===== config.mk =====
export PLATFORM = sky130hd
export DESIGN_NAME = partition_wake_seq
export DESIGN_NICKNAME = d
export VERILOG_FILES = /design/src/rtl/pws_pkg.sv /design/src/rtl/pws_prescale.sv /design/src/rtl/pws_step_timer.sv /design/src/rtl/partition_wake_seq.sv
export SDC_FILE = /design/constraint.sdc
export NUM_CORES = 1
export LEC_CHECK = 0
export BUFFER_PORTS_ARGS = -buffer_cell sky130_fd_sc_hd__buf_4
export CAP_MARGIN = 20
export CORE_MARGIN = 5
export CORE_UTILIZATION = 48
export CTS_CLUSTER_DIAMETER = 50
export DETAILED_ROUTE_END_ITERATION = 12
export HOLD_SLACK_MARGIN = 0.06
export PLACE_DENSITY = 0.67
export SKIP_CTS_REPAIR_TIMING = 1
export SLEW_MARGIN = 30
export SYNTH_ARGS = -nofsm -noshare
export SYNTH_HDL_FRONTEND = slang
export SYNTH_SLANG_ARGS = --single-unit

===== constraint.sdc =====
create_clock -name clk_i -period 6.27 [get_ports clk_i]
set_input_delay 1.254 -clock clk_i [delete_from_list [all_inputs] [get_ports clk_i]]
set_output_delay 1.254 -clock clk_i [all_outputs]
set_load 0.05 [all_outputs]

===== src/rtl/pws_pkg.sv =====
package pws_pkg;

   typedef enum logic [3:0] {
      ST_IDLE,
      ST_ISOLATE,
      ST_CLK_STOP,
      ST_PWR_WAIT,
      ST_SETTLE,
      ST_CLAMP_WAIT,
      RB_CLK_STOP,
      RB_ISOLATE,
      RB_PWR_DROP
   } pws_state_e;

   typedef struct packed {
      logic hold_rst;
      logic clk_on;
      logic pwr_on;
      logic clamp_rel;
   } pws_ctl_t;

   localparam pws_ctl_t PWS_CTL_SAFE = '{hold_rst: 1'b1, clk_on: 1'b0,
                                         pwr_on: 1'b0, clamp_rel: 1'b0};

endpackage


===== src/rtl/pws_prescale.sv =====
module pws_prescale #(
   parameter int CYC_PER_US = 100
) (
   input  logic clk_i,
   input  logic rst_ni,
   input  logic clr_i,
   output logic tick_o
);
   localparam int PW = (CYC_PER_US > 1) ? $clog2(CYC_PER_US) : 1;

   if (CYC_PER_US < 1) begin : g_bad_rate
      $error("pws_prescale: CYC_PER_US must be at least 1");
   end

   if (CYC_PER_US == 1) begin : g_direct
      assign tick_o = !clr_i;
   end else begin : g_count
      logic [PW-1:0] cnt_q;
      logic          wrap;

      assign wrap   = (cnt_q == PW'(CYC_PER_US - 1));
      assign tick_o = wrap && !clr_i;

      always_ff @(posedge clk_i or negedge rst_ni) begin
         if (!rst_ni)          cnt_q <= '0;
         else if (clr_i||wrap) cnt_q <= '0;
         else                  cnt_q <= cnt_q + 1'b1;
      end

      AST_PRESCALE_RANGE: assert property (@(posedge clk_i) disable iff (!rst_ni)
         int'(cnt_q) < CYC_PER_US);
   end

endmodule


===== src/rtl/pws_step_timer.sv =====
module pws_step_timer #(
   parameter int US_W = 8
) (
   input  logic            clk_i,
   input  logic            rst_ni,
   input  logic            clr_i,
   input  logic            tick_i,
   input  logic [US_W-1:0] limit_i,
   output logic            expired_o
);
   logic [US_W-1:0] us_q;

   if (US_W < 1) begin : g_bad_width
      $error("pws_step_timer: US_W must be at least 1");
   end

   assign expired_o = (us_q == limit_i);

   always_ff @(posedge clk_i or negedge rst_ni) begin
      if (!rst_ni)                    us_q <= '0;
      else if (clr_i)                 us_q <= '0;
      else if (tick_i && !expired_o)  us_q <= us_q + 1'b1;
   end

   AST_NO_OVERFLOW: assert property (@(posedge clk_i) disable iff (!rst_ni)
      !clr_i |=> (us_q <= limit_i) || $changed(limit_i));

endmodule


===== src/rtl/partition_wake_seq.sv =====
module partition_wake_seq
   import pws_pkg::*;
#(
   parameter int CYC_PER_US = 100,
   parameter int POLL_MAX   = 100,
   parameter int SETTLE_US  = 20
) (
   input  logic clk_i,
   input  logic rst_ni,
   input  logic start_i,
   input  logic pwr_good_i,
   input  logic clamped_i,
   output logic part_rst_o,
   output logic part_clk_en_o,
   output logic pwr_req_o,
   output logic clamp_rel_o,
   output logic busy_o,
   output logic done_o,
   output logic err_o
);
   localparam int US_MAX = (POLL_MAX > SETTLE_US) ? POLL_MAX : SETTLE_US;
   localparam int US_W   = $clog2(US_MAX + 1);

   if (POLL_MAX < 1) begin : g_bad_poll
      $error("partition_wake_seq: POLL_MAX must be at least 1");
   end
   if (SETTLE_US < 1) begin : g_bad_settle
      $error("partition_wake_seq: SETTLE_US must be at least 1");
   end

   pws_state_e      st_q, st_d;
   pws_ctl_t        ctl_q, ctl_d;
   logic            done_d, err_d, done_q, err_q;
   logic            tmr_clr, us_tick, expired;
   logic [US_W-1:0] lim;

   assign tmr_clr = (st_d != st_q);
   assign lim     = (st_q == ST_SETTLE) ? US_W'(SETTLE_US) : US_W'(POLL_MAX);

   pws_prescale #(.CYC_PER_US(CYC_PER_US)) i_prescale (
      .clk_i  (clk_i),
      .rst_ni (rst_ni),
      .clr_i  (tmr_clr),
      .tick_o (us_tick)
   );

   pws_step_timer #(.US_W(US_W)) i_timer (
      .clk_i     (clk_i),
      .rst_ni    (rst_ni),
      .clr_i     (tmr_clr),
      .tick_i    (us_tick),
      .limit_i   (lim),
      .expired_o (expired)
   );

   // next state and completion flags
   always_comb begin
      st_d   = st_q;
      done_d = 1'b0;
      err_d  = 1'b0;
      unique case (st_q)
         ST_IDLE: begin
            if (start_i) begin
               if (pwr_good_i) done_d = 1'b1;
               else            st_d   = ST_ISOLATE;
            end
         end
         ST_ISOLATE:  st_d = ST_CLK_STOP;
         ST_CLK_STOP: st_d = ST_PWR_WAIT;
         ST_PWR_WAIT: begin
            if (pwr_good_i)   st_d = ST_SETTLE;
            else if (expired) st_d = RB_ISOLATE;
         end
         ST_SETTLE: begin
            if (expired) st_d = ST_CLAMP_WAIT;
         end
         ST_CLAMP_WAIT: begin
            if (!clamped_i) begin
               st_d   = ST_IDLE;
               done_d = 1'b1;
            end else if (expired) begin
               st_d = RB_CLK_STOP;
            end
         end
         RB_CLK_STOP: st_d = RB_ISOLATE;
         RB_ISOLATE:  st_d = RB_PWR_DROP;
         RB_PWR_DROP: begin
            if (!pwr_good_i || expired) begin
               st_d  = ST_IDLE;
               err_d = 1'b1;
            end
         end
         default: st_d = ST_IDLE;
      endcase
   end

   // partition controls change only when a state is entered
   always_comb begin
      ctl_d = ctl_q;
      if (tmr_clr) begin
         unique case (st_d)
            ST_ISOLATE:    ctl_d.hold_rst  = 1'b1;
            ST_CLK_STOP:   ctl_d.clk_on    = 1'b0;
            ST_PWR_WAIT:   ctl_d.pwr_on    = 1'b1;
            ST_SETTLE:     ctl_d.clk_on    = 1'b1;
            ST_CLAMP_WAIT: ctl_d.clamp_rel = 1'b1;
            RB_CLK_STOP: begin
               ctl_d.clk_on    = 1'b0;
               ctl_d.clamp_rel = 1'b0;
            end
            RB_ISOLATE: begin
               ctl_d.hold_rst  = 1'b1;
               ctl_d.clamp_rel = 1'b0;
            end
            RB_PWR_DROP:   ctl_d.pwr_on    = 1'b0;
            ST_IDLE: begin
               if (done_d) begin
                  ctl_d.hold_rst  = 1'b0;
                  ctl_d.clamp_rel = 1'b0;
               end
            end
            default: ctl_d = ctl_q;
         endcase
      end
   end

   always_ff @(posedge clk_i or negedge rst_ni) begin
      if (!rst_ni) begin
         st_q   <= ST_IDLE;
         ctl_q  <= PWS_CTL_SAFE;
         done_q <= 1'b0;
         err_q  <= 1'b0;
      end else begin
         st_q   <= st_d;
         ctl_q  <= ctl_d;
         done_q <= done_d;
         err_q  <= err_d;
      end
   end

   assign part_rst_o    = ctl_q.hold_rst;
   assign part_clk_en_o = ctl_q.clk_on;
   assign pwr_req_o     = ctl_q.pwr_on;
   assign clamp_rel_o   = ctl_q.clamp_rel;
   assign busy_o        = (st_q != ST_IDLE);
   assign done_o        = done_q;
   assign err_o         = err_q;

   AST_PWR_AFTER_ISOLATE: assert property (@(posedge clk_i) disable iff (!rst_ni)
      $rose(pwr_req_o) |-> part_rst_o && !part_clk_en_o);
   AST_CLAMP_NEEDS_PWR: assert property (@(posedge clk_i) disable iff (!rst_ni)
      clamp_rel_o |-> pwr_req_o && part_clk_en_o && part_rst_o);
   AST_PWR_DROP_CLK_OFF: assert property (@(posedge clk_i) disable iff (!rst_ni)
      $fell(pwr_req_o) |-> part_rst_o && !part_clk_en_o && !clamp_rel_o);
   AST_ERR_SAFE: assert property (@(posedge clk_i) disable iff (!rst_ni)
      err_o |-> part_rst_o && !part_clk_en_o && !pwr_req_o && !clamp_rel_o);
   AST_DONE_ERR_EXCL: assert property (@(posedge clk_i) disable iff (!rst_ni)
      !(done_o && err_o));
   AST_RST_RELEASE_DONE: assert property (@(posedge clk_i) disable iff (!rst_ni)
      $fell(part_rst_o) |-> done_o && pwr_req_o && part_clk_en_o);
   AST_BUSY_END: assert property (@(posedge clk_i) disable iff (!rst_ni)
      $fell(busy_o) |-> done_o || err_o);

endmodule


Word-level counts from Yosys, hierarchy flattened --
Index checks and enable logic that the tools add are counted.
Cells by class: $add $sub $neg 2, equality and inequality tests 20, multiplexer cells 24, reduce and logical (&&, ||, !) cells 22
Operator list (count):
- 4-bit one-hot mux with 9 select lines | 1
- 4-bit by 3-bit equality test with 1-bit output, second input constant | 8
- 4-bit two-way mux | 8
- 7-bit two-way mux | 4
- 4-bit by 2-bit equality test with 1-bit output, second input constant | 4
- 7-bit by 1-bit adder with 7-bit output, second input constant | 2
- 4-bit by 1-bit equality test with 1-bit output, second input constant | 2
- 4-bit equality test, second input constant | 2
- 4-bit logical NOT | 2
- 1-bit one-hot mux with 2 select lines | 4
- 2-bit nonzero test | 4
- 7-bit equality test | 1
- 7-bit equality test, second input constant | 1
- 1-bit two-way mux | 6
- 3-bit AND reduction | 2
- 2-bit OR reduction | 3
- 4-bit inequality test | 1
- 2-bit AND reduction | 2
- 4-bit nonzero test | 1
- 1-bit logical NOT | 3
- 1-bit one-hot mux with 3 select lines | 1
- 3-bit nonzero test | 1
- 1-bit logical AND | 2
- 1-bit logical OR | 2
- 2-bit inequality test, second input constant | 1
Storage, ports and cells: register bits after elaboration 24, input port bits 5

Logic depth before layout (Yosys ltp) --
Gate-level depths: netlist (run 1).
depth in word-level cells 12, depth in mapped cells 8, depth with buffers taken out 8

Hierarchy --
A second synthesis (run 1) with hierarchy kept.
Unflattened totals: cell total of the unflattened synthesis 156, area total of the unflattened synthesis 1457.6 um^2
Modules (own cells, without submodules):
- partition_wake_seq | times used 1, cells each 78, area an instance 686.9 um^2, seq. area each 251.5 um^2
- pws_step_timer | times used 1, cells each 47, area an instance 450.4 um^2, seq. area each 175.2 um^2
- pws_prescale | times used 1, cells each 31, area an instance 320.3 um^2, seq. area each 175.2 um^2

Least setup slack after synthesis (run 1) --
Ideal clock, no wire load.
path type input to register, from input port clamped_i, to register ctl_q (netlist bit clamp_rel_o), setup time 0.122 ns, arrival time 2.479 ns, slack 3.669 ns, stages on the path 6, cells stage by stage nor2b_1 > or3b_2 > o32ai_1 > o32a_1 > a2bb2oi_1 > o21ai_1
On the way: longest elaborated chain between the ends 6
Ends and longest elaborated chain:
- from (decl) | RTL line partition_wake_seq.sv:12 | input logic clamped_i,
- 4-bit two-way mux | RTL line partition_wake_seq.sv:78 | if (!clamped_i) begin
- 4-bit one-hot mux with 9 select lines | RTL line partition_wake_seq.sv:61 | unique case (st_q)
- 4-bit by 3-bit equality test with 1-bit output | RTL line partition_wake_seq.sv:101 | unique case (st_d)
- 2-bit OR reduction (no line)
- 3-bit nonzero test (no line)
- 3-bit AND reduction (no line)
- to (signal assigned) | RTL line partition_wake_seq.sv:135 | ctl_q <= ctl_d;
- to (decl) | RTL line partition_wake_seq.sv:32 | pws_ctl_t ctl_q, ctl_d;
Parallel ways exist; a longest one is shown, timed or not. A chain may end at the register's enable or synchronous reset.

Worst setup path after layout (run 1) --
from register st_q[3], to output port busy_o
On the way: longest elaborated chain between the ends 1
Ends and longest elaborated chain:
- from (decl) | RTL line partition_wake_seq.sv:31 | pws_state_e st_q, st_d;
- from (signal assigned) | RTL line partition_wake_seq.sv:134 | st_q <= st_d;
- 4-bit nonzero test | RTL line partition_wake_seq.sv:145 | assign busy_o = (st_q != ST_IDLE);
- to (decl) | RTL line partition_wake_seq.sv:17 | output logic busy_o,
Every way passes these cells.

==> results of run 1 <==
## layout by cell type, fill, tap and decap left out, types with 3 or more instances in the layout
cell and n:
nor2_1 23, dfrtp_1 23, nand2_1 15, buf_4 11, inv_1 9, xnor2_1 8, o21ai_0 7, nand3_1 6
nor2b_1 5, nor3_1 5, a22oi_1 4, a21oi_1 3, xor2_1 3, ha_1 3, clkbuf_4 3
## metal layers
layer,vias to the layer above,global-route usage [%]
li1,569,-
met1,559,20.1
met2,33,28.2
met3,5,2.91
met4,0,5.96
met5,-,0
## where the power goes
group,internal (mW),total [mW],switching [mW],leakage (nW)
registers,0.182,0.236,0.0541,0.319
logic,0.105,0.276,0.171,0.306
clock network,0.0249,0.0704,0.0455,0.0150
## final timing paths
kind / endpoint / slack [ns] / depth (start not counted)
worst max-delay path: busy_o / 3.28 / 3
worst min-delay path: i_prescale.g_count.cnt_q[0]$_DFF_PN0_ / 0.47 / 1
worst max register to register: clamp_rel_o$_DFFE_PN0P_ / 3.83 / 6
worst min register to register: i_prescale.g_count.cnt_q[0]$_DFF_PN0_ / 0.47 / 1
max in group asynchronous: part_rst_o$_DFFE_PN1P_ / 5.17 / 1
min in group asynchronous: st_q[3]$_DFF_PN0_ / 0.80 / 1
## cells by family (layout without fill, tap and decap cells)
kind of cell | after synthesis | count (layout) | share of synthesized area, %
AOI/OAI and AO/OA | 30 | 30 | 16.4
and+or+nand+nor | 73 | 73 | 26.6
buffers and inverters | 14 | 24 | 4.29
xor gates and xnor gates | 11 | 11 | 6.60
adders and majority gates | 3 | 3 | 2.57
muxes | 3 | 3 | 2.32
DFF | 24 | 24 | 41.3
## layout make-up
cell class              count  area (um2)
repair buffers             11        82.6
flip-flops and latches     24         602
multi-input cells         120         795
inverters                   9        33.8
fillers                   297        1400
clock buffers               4        26.3
well taps                  33        41.3
## through the flow
stage	power, mW	std cells	utilization [%]	worst slack, ns	instance area (um2)
finish	0.582	201	53.1	3.28	1580
global placement	0.509	197	52.2	3.41	1550
CTS	0.586	201	53.1	3.26	1580
detailed placement	0.514	197	52.2	3.39	1550
floorplan	0.451	158	-	3.67	1460
global route	0.625	201	53.1	3.15	1580
## flip-flops by register name, summed over array words and instances (netlist names)
| name | flops |
|---|---|
| i_timer.us_q | 7 |
| part_clk_en_o | 1 |
| st_q | 4 |
| done_o | 1 |
| clamp_rel_o | 1 |
| pwr_req_o | 1 |
| err_o | 1 |
| i_prescale.g_count.cnt_q | 7 |
| part_rst_o | 1 |
## critical path, cell delays in order (launching register included)
cell     delay (ns)
dfrtp_1        0.62
nor4_1         0.51
inv_1          0.08
buf_4          0.20
==> impl_metrics.tcl, run 1 <==
set metrics [dict create \
    status "finished clean" \
    dr_total_vias 1166 \
    power_density_nw_per_um2 368 \
    period_share_pct 47.6 \
    drtPass1Iterations 4 \
    synthesis.nets 166 \
    hp-class "flop to flop" \
    num_io_pins 12 \
    rsz0062_at_grt "no" \
    synth_top_area_share_pct 39.5 \
    ys.flop_type "dfrtp_1" \
    drt_iter0_markers 96 \
    cts.root.buffer_cell "clkbuf_4" \
    cp_max_fo 16 \
    routedLengthMet1_um 1280 \
    top_layer_used "met4" \
    syn-cell-area_um2 1460 \
    die_h_um 65.1 \
    min_period_ns 2.99 \
    syn_avg_cell_area_um2 9.23 \
    finalSetupViolCount 0 \
    viasPerCell 5.80 \
    ant_nets 0 \
    wl_met2_um 1470 \
    fp-row-count 20 \
    yosys-top-cells-count "23 x dfrtp_1, 23 x nor2_1, 15 x nand2_1" \
    grt_pass1_vias 1220 \
    synth_area_leaders "dfrtp_1 39%, nor2_1 5.9%, xnor2_1 4.8%" \
    htree_levels 1 \
    wl_per_cell_um 14.7 \
    setup_tns_ns 0 \
    ys_types 47 \
    vdd.ir_drop.worst_mv 0.149 \
    wl_met3_um 156 \
    cts_sinks 24 \
    grt_max_degree 25 \
    fp.dieArea_um2 4240 \
    clock_skew_ns 0.00872 \
    cp_data_required_time_ns 5.02 \
    synthCells 158 \
    synth_seq_cells 24 \
    hold_path.startpoint "i_prescale.g_count.cnt_q[0]$_DFF_PN0_" \
    layout-drive-gt1-share_pct 15.5 \
    path_clk_slew_ns 0.13 \
    clk_latency_ns 0.32 \
    endpoint_kind "primary output" \
    place.gp.congestion 0.880 \
    cts_tree "done" \
    hold_viol 0 \
    fin_nets 177 \
    cellLeakagePower_nw 0.639 \
    max_freq_mhz 335 \
    start_util_pct 49.0 \
    cap_violations 0 \
    dp_hpwl_um 2190 \
    seq_area_frac_synth_pct 41.3 \
    port_buffers 11 \
    yosysWarnings 0 \
    area_delta_synth_final_pct 8.32 \
    hold_ws_ns 0.469 \
    crit_arrival_ns 1.73 \
    track_usage_pct 16.2 \
    async_flop_share_pct 100 \
    synth_edf_count 0 \
    drt_wl_total_um 2950 \
    slew_violations 0 \
    yosysTopAreaCell "dfrtp_1" \
    drc_errors 0 \
    cp-start-kind "flop" \
    r2r_start "st_q[2]$_DFF_PN0_" \
    relSlewSlack_pct 59.3 \
    worstSetupStartpoint "st_q[3]$_DFF_PN0_" \
    antenna_found_initial 0 \
    antenna_cells 0 \
    crit_type "flop to primary output" \
    numCtsBuffers 3 \
    cts_max_path_buffers 2 \
    die_w_um 65.1 \
    core_um2 2980 \
    tightest_slew_ns 0.611 \
    grt_pass1_wl_um 5490 \
    grt_overflow 0 \
]
No activity file was read; power rests on OpenSTA's default activity.
==> inputs of run 2 (changes only) <==
Settings changed: ABC_AREA set to 1.
Clock period 6.27 ns to 3 ns, I/O delays scaled along.
==> run 2 against run 1 <==
Net effect: worst setup slack got worse by 2.3 ns; core utilization increased by 3.0 points; synthesized area fell by 4.2%; clock-buffer cell count down 1; first-iteration DRC count is 1.0% lower; non-clock buffer count is the same; critical path depth did not move; total power grew 140%; cell area fell by 1.3%; worst hold slack got worse by 0.31 ns; routed wire length down 5.9%; clock skew grew 0.00095 ns.
==> impl_metrics.tcl, run 2 <==
set metrics [dict create \
    antenna_cells 0 \
    top_regs "i_prescale.g_count.cnt_q x7, i_timer.us_q x7, st_q x4" \
    fp-row-count 19 \
    cts_max_path_buffers 2 \
    cts.root.buffer_cell "clkbuf_4" \
    dp_hpwl_um 2160 \
    drt_iter0_markers 95 \
    cap_violations 0 \
    cts_tree "done" \
    async_flop_share_pct 100 \
    hp-class "input pin to async pin" \
    ant_nets 0 \
    syn-cell-area_um2 1400 \
    core_um2 2780 \
    final_cells 225 \
    drc_errors 0 \
    fillers 265 \
    cellLeakagePower_nw 0.792 \
    crit_family "flip-flops" \
    synthCells 180 \
    synthesis.nets 188 \
    synth_top_area_share_pct 41.2 \
    cts_sinks 24 \
    drt_wl_total_um 2770 \
    endpoint_kind "primary output" \
    crit_type "flop to primary output" \
    die_h_um 64.0 \
    yosysTopAreaCell "dfrtp_1" \
    status "finished clean" \
    power_mw 1.38 \
    place_ws_ns 1.07 \
    final_area_um2 1560 \
    layout-drive-gt1-share_pct 16.0 \
    crit_buf_inv 1 \
    place.gp.congestion 0.932 \
    multi_input_area_um2 678 \
    syn_avg_cell_area_um2 7.76 \
    track_usage_pct 14.6 \
    die_w_um 64.0 \
    power_density_nw_per_um2 883 \
    tightest_slew_ns 0.487 \
    period_share_pct 67.5 \
    antenna_found_initial 0 \
    cp-start-kind "flop" \
    numCtsBuffers 3 \
    rsz0062_at_grt "no" \
    start_util_pct 50.2 \
    port_buffers 11 \
    cp_data_required_time_ns 2.40 \
    crit_slowest_cell "dfrtp_1" \
    relSlewSlack_pct 67.4 \
    cp_max_fo 6 \
    grt_max_degree 25 \
    fin_nets 203 \
    hold_ws_ns 0.158 \
    place_inst 221 \
    htree_levels 1 \
    path_clk_slew_ns 0.14 \
    postLayoutCoreUtil_pct 56.1 \
    most-common-layout-cells "43 x nand2_1, 28 x nor2_1, 25 x inv_1" \
    yosys-top-cells-count "43 x nand2_1, 28 x nor2_1, 25 x inv_1" \
    hold_viol 0 \
    fp.dieArea_um2 4090 \
    num_io_pins 12 \
    grt_overflow 0 \
    finalSetupViolCount 0 \
    synth_seq_cells 24 \
    grt_pass1_vias 1223 \
    min_period_ns 2.03 \
    ys_types 30 \
    clock_skew_ns 0.00967 \
    max_freq_mhz 494 \
    synth_most_common_cell "nand2_1" \
    grt_pass1_wl_um 4910 \
    register_area_um2 602 \
    vdd.ir_drop.worst_mv 0.660 \
    drtPass1Iterations 5 \
    fin_ws_ns 0.974 \
    seq_area_frac_synth_pct 43.1 \
    viasPerCell 5.44 \
    crit_path_max_incr_delay_ns 0.47 \
    yosysWarnings 0 \
    place_area_um2 1510 \
    synth_area_leaders "dfrtp_1 41%, nand2_1 12%, nor2_1 7.5%" \
    area_delta_synth_final_pct 11.6 \
    synth_edf_count 0 \
    crit_arrival_ns 1.43 \
    layout_commonest_cell "nand2_1" \
    slew_violations 0 \
    setup_tns_ns 0 \
    dr_total_vias 1223 \
    crit_chain "nor2_1, nand2_1, buf_4" \
    ys.flop_type "dfrtp_1" \
    wl_per_cell_um 12.3 \
    clk_latency_ns 0.31 \
]
run 2: cell count changes in the layout (fill, tap and decap cells not counted), sizes merged, moves of 3 or more:
cell   before  now
a22oi       4    1
nand2      15   47
inv         9   27
nand4       0    6
xnor2       8    2
nor2       23   31
o21ai       8    2
nand3       7   14
mux2i       3    0
nor2b       5    0
xor2        3    7
run 2: worst paths after layout:
kind	start	endpoint	slack [ns]	cells past startpoint
min in group clk_i	part_rst_o$_DFFE_PN1P_	part_rst_o$_DFFE_PN1P_	0.47	2
min	rst_ni	i_timer.us_q[2]$_DFFE_PN0P_	0.16	1
max in group asynchronous	rst_ni	part_rst_o$_DFFE_PN1P_	2.56	1
max	st_q[3]$_DFF_PN0_	busy_o	0.97	3
min reg2reg	part_rst_o$_DFFE_PN1P_	part_rst_o$_DFFE_PN1P_	0.47	2
max reg2reg	st_q[1]$_DFF_PN0_	i_timer.us_q[0]$_DFFE_PN0P_	1.04	11
run 2: per-layer routing:
metal / routed length (um) / global-route usage (%)
met3: 116 / 2.98
met4: 59 / 7.01
met1: 1150 / 16.7
met2: 1440 / 25.6
met5: 0 / 0
run 2: cell families after synthesis:
group	Yosys count	share of synthesized area (%)
fa+ha+maj	3	2.69
flops	24	43.1
xor+xnor	9	5.64
simple gates	103	33.9
buf+inv	29	8.42
compound gates	12	6.27
run 2: power by group:
part           leakage (nW)  switching (mW)  internal, mW
Combinational         0.444           0.504         0.202
Clock                0.0279          0.0961         0.135
Sequential            0.320          0.0561         0.383
Total                 0.792           0.657         0.720
run 2: layout make-up:
class,count,share of cell area [%]
Multi-Input combinational cell,127,43.5
Sequential cell,24,38.6
Inverter,28,6.82
Timing Repair Buffer,11,5.29
Tap cell,31,2.49
Clock inverter,1,1.92
Clock buffer,3,1.44
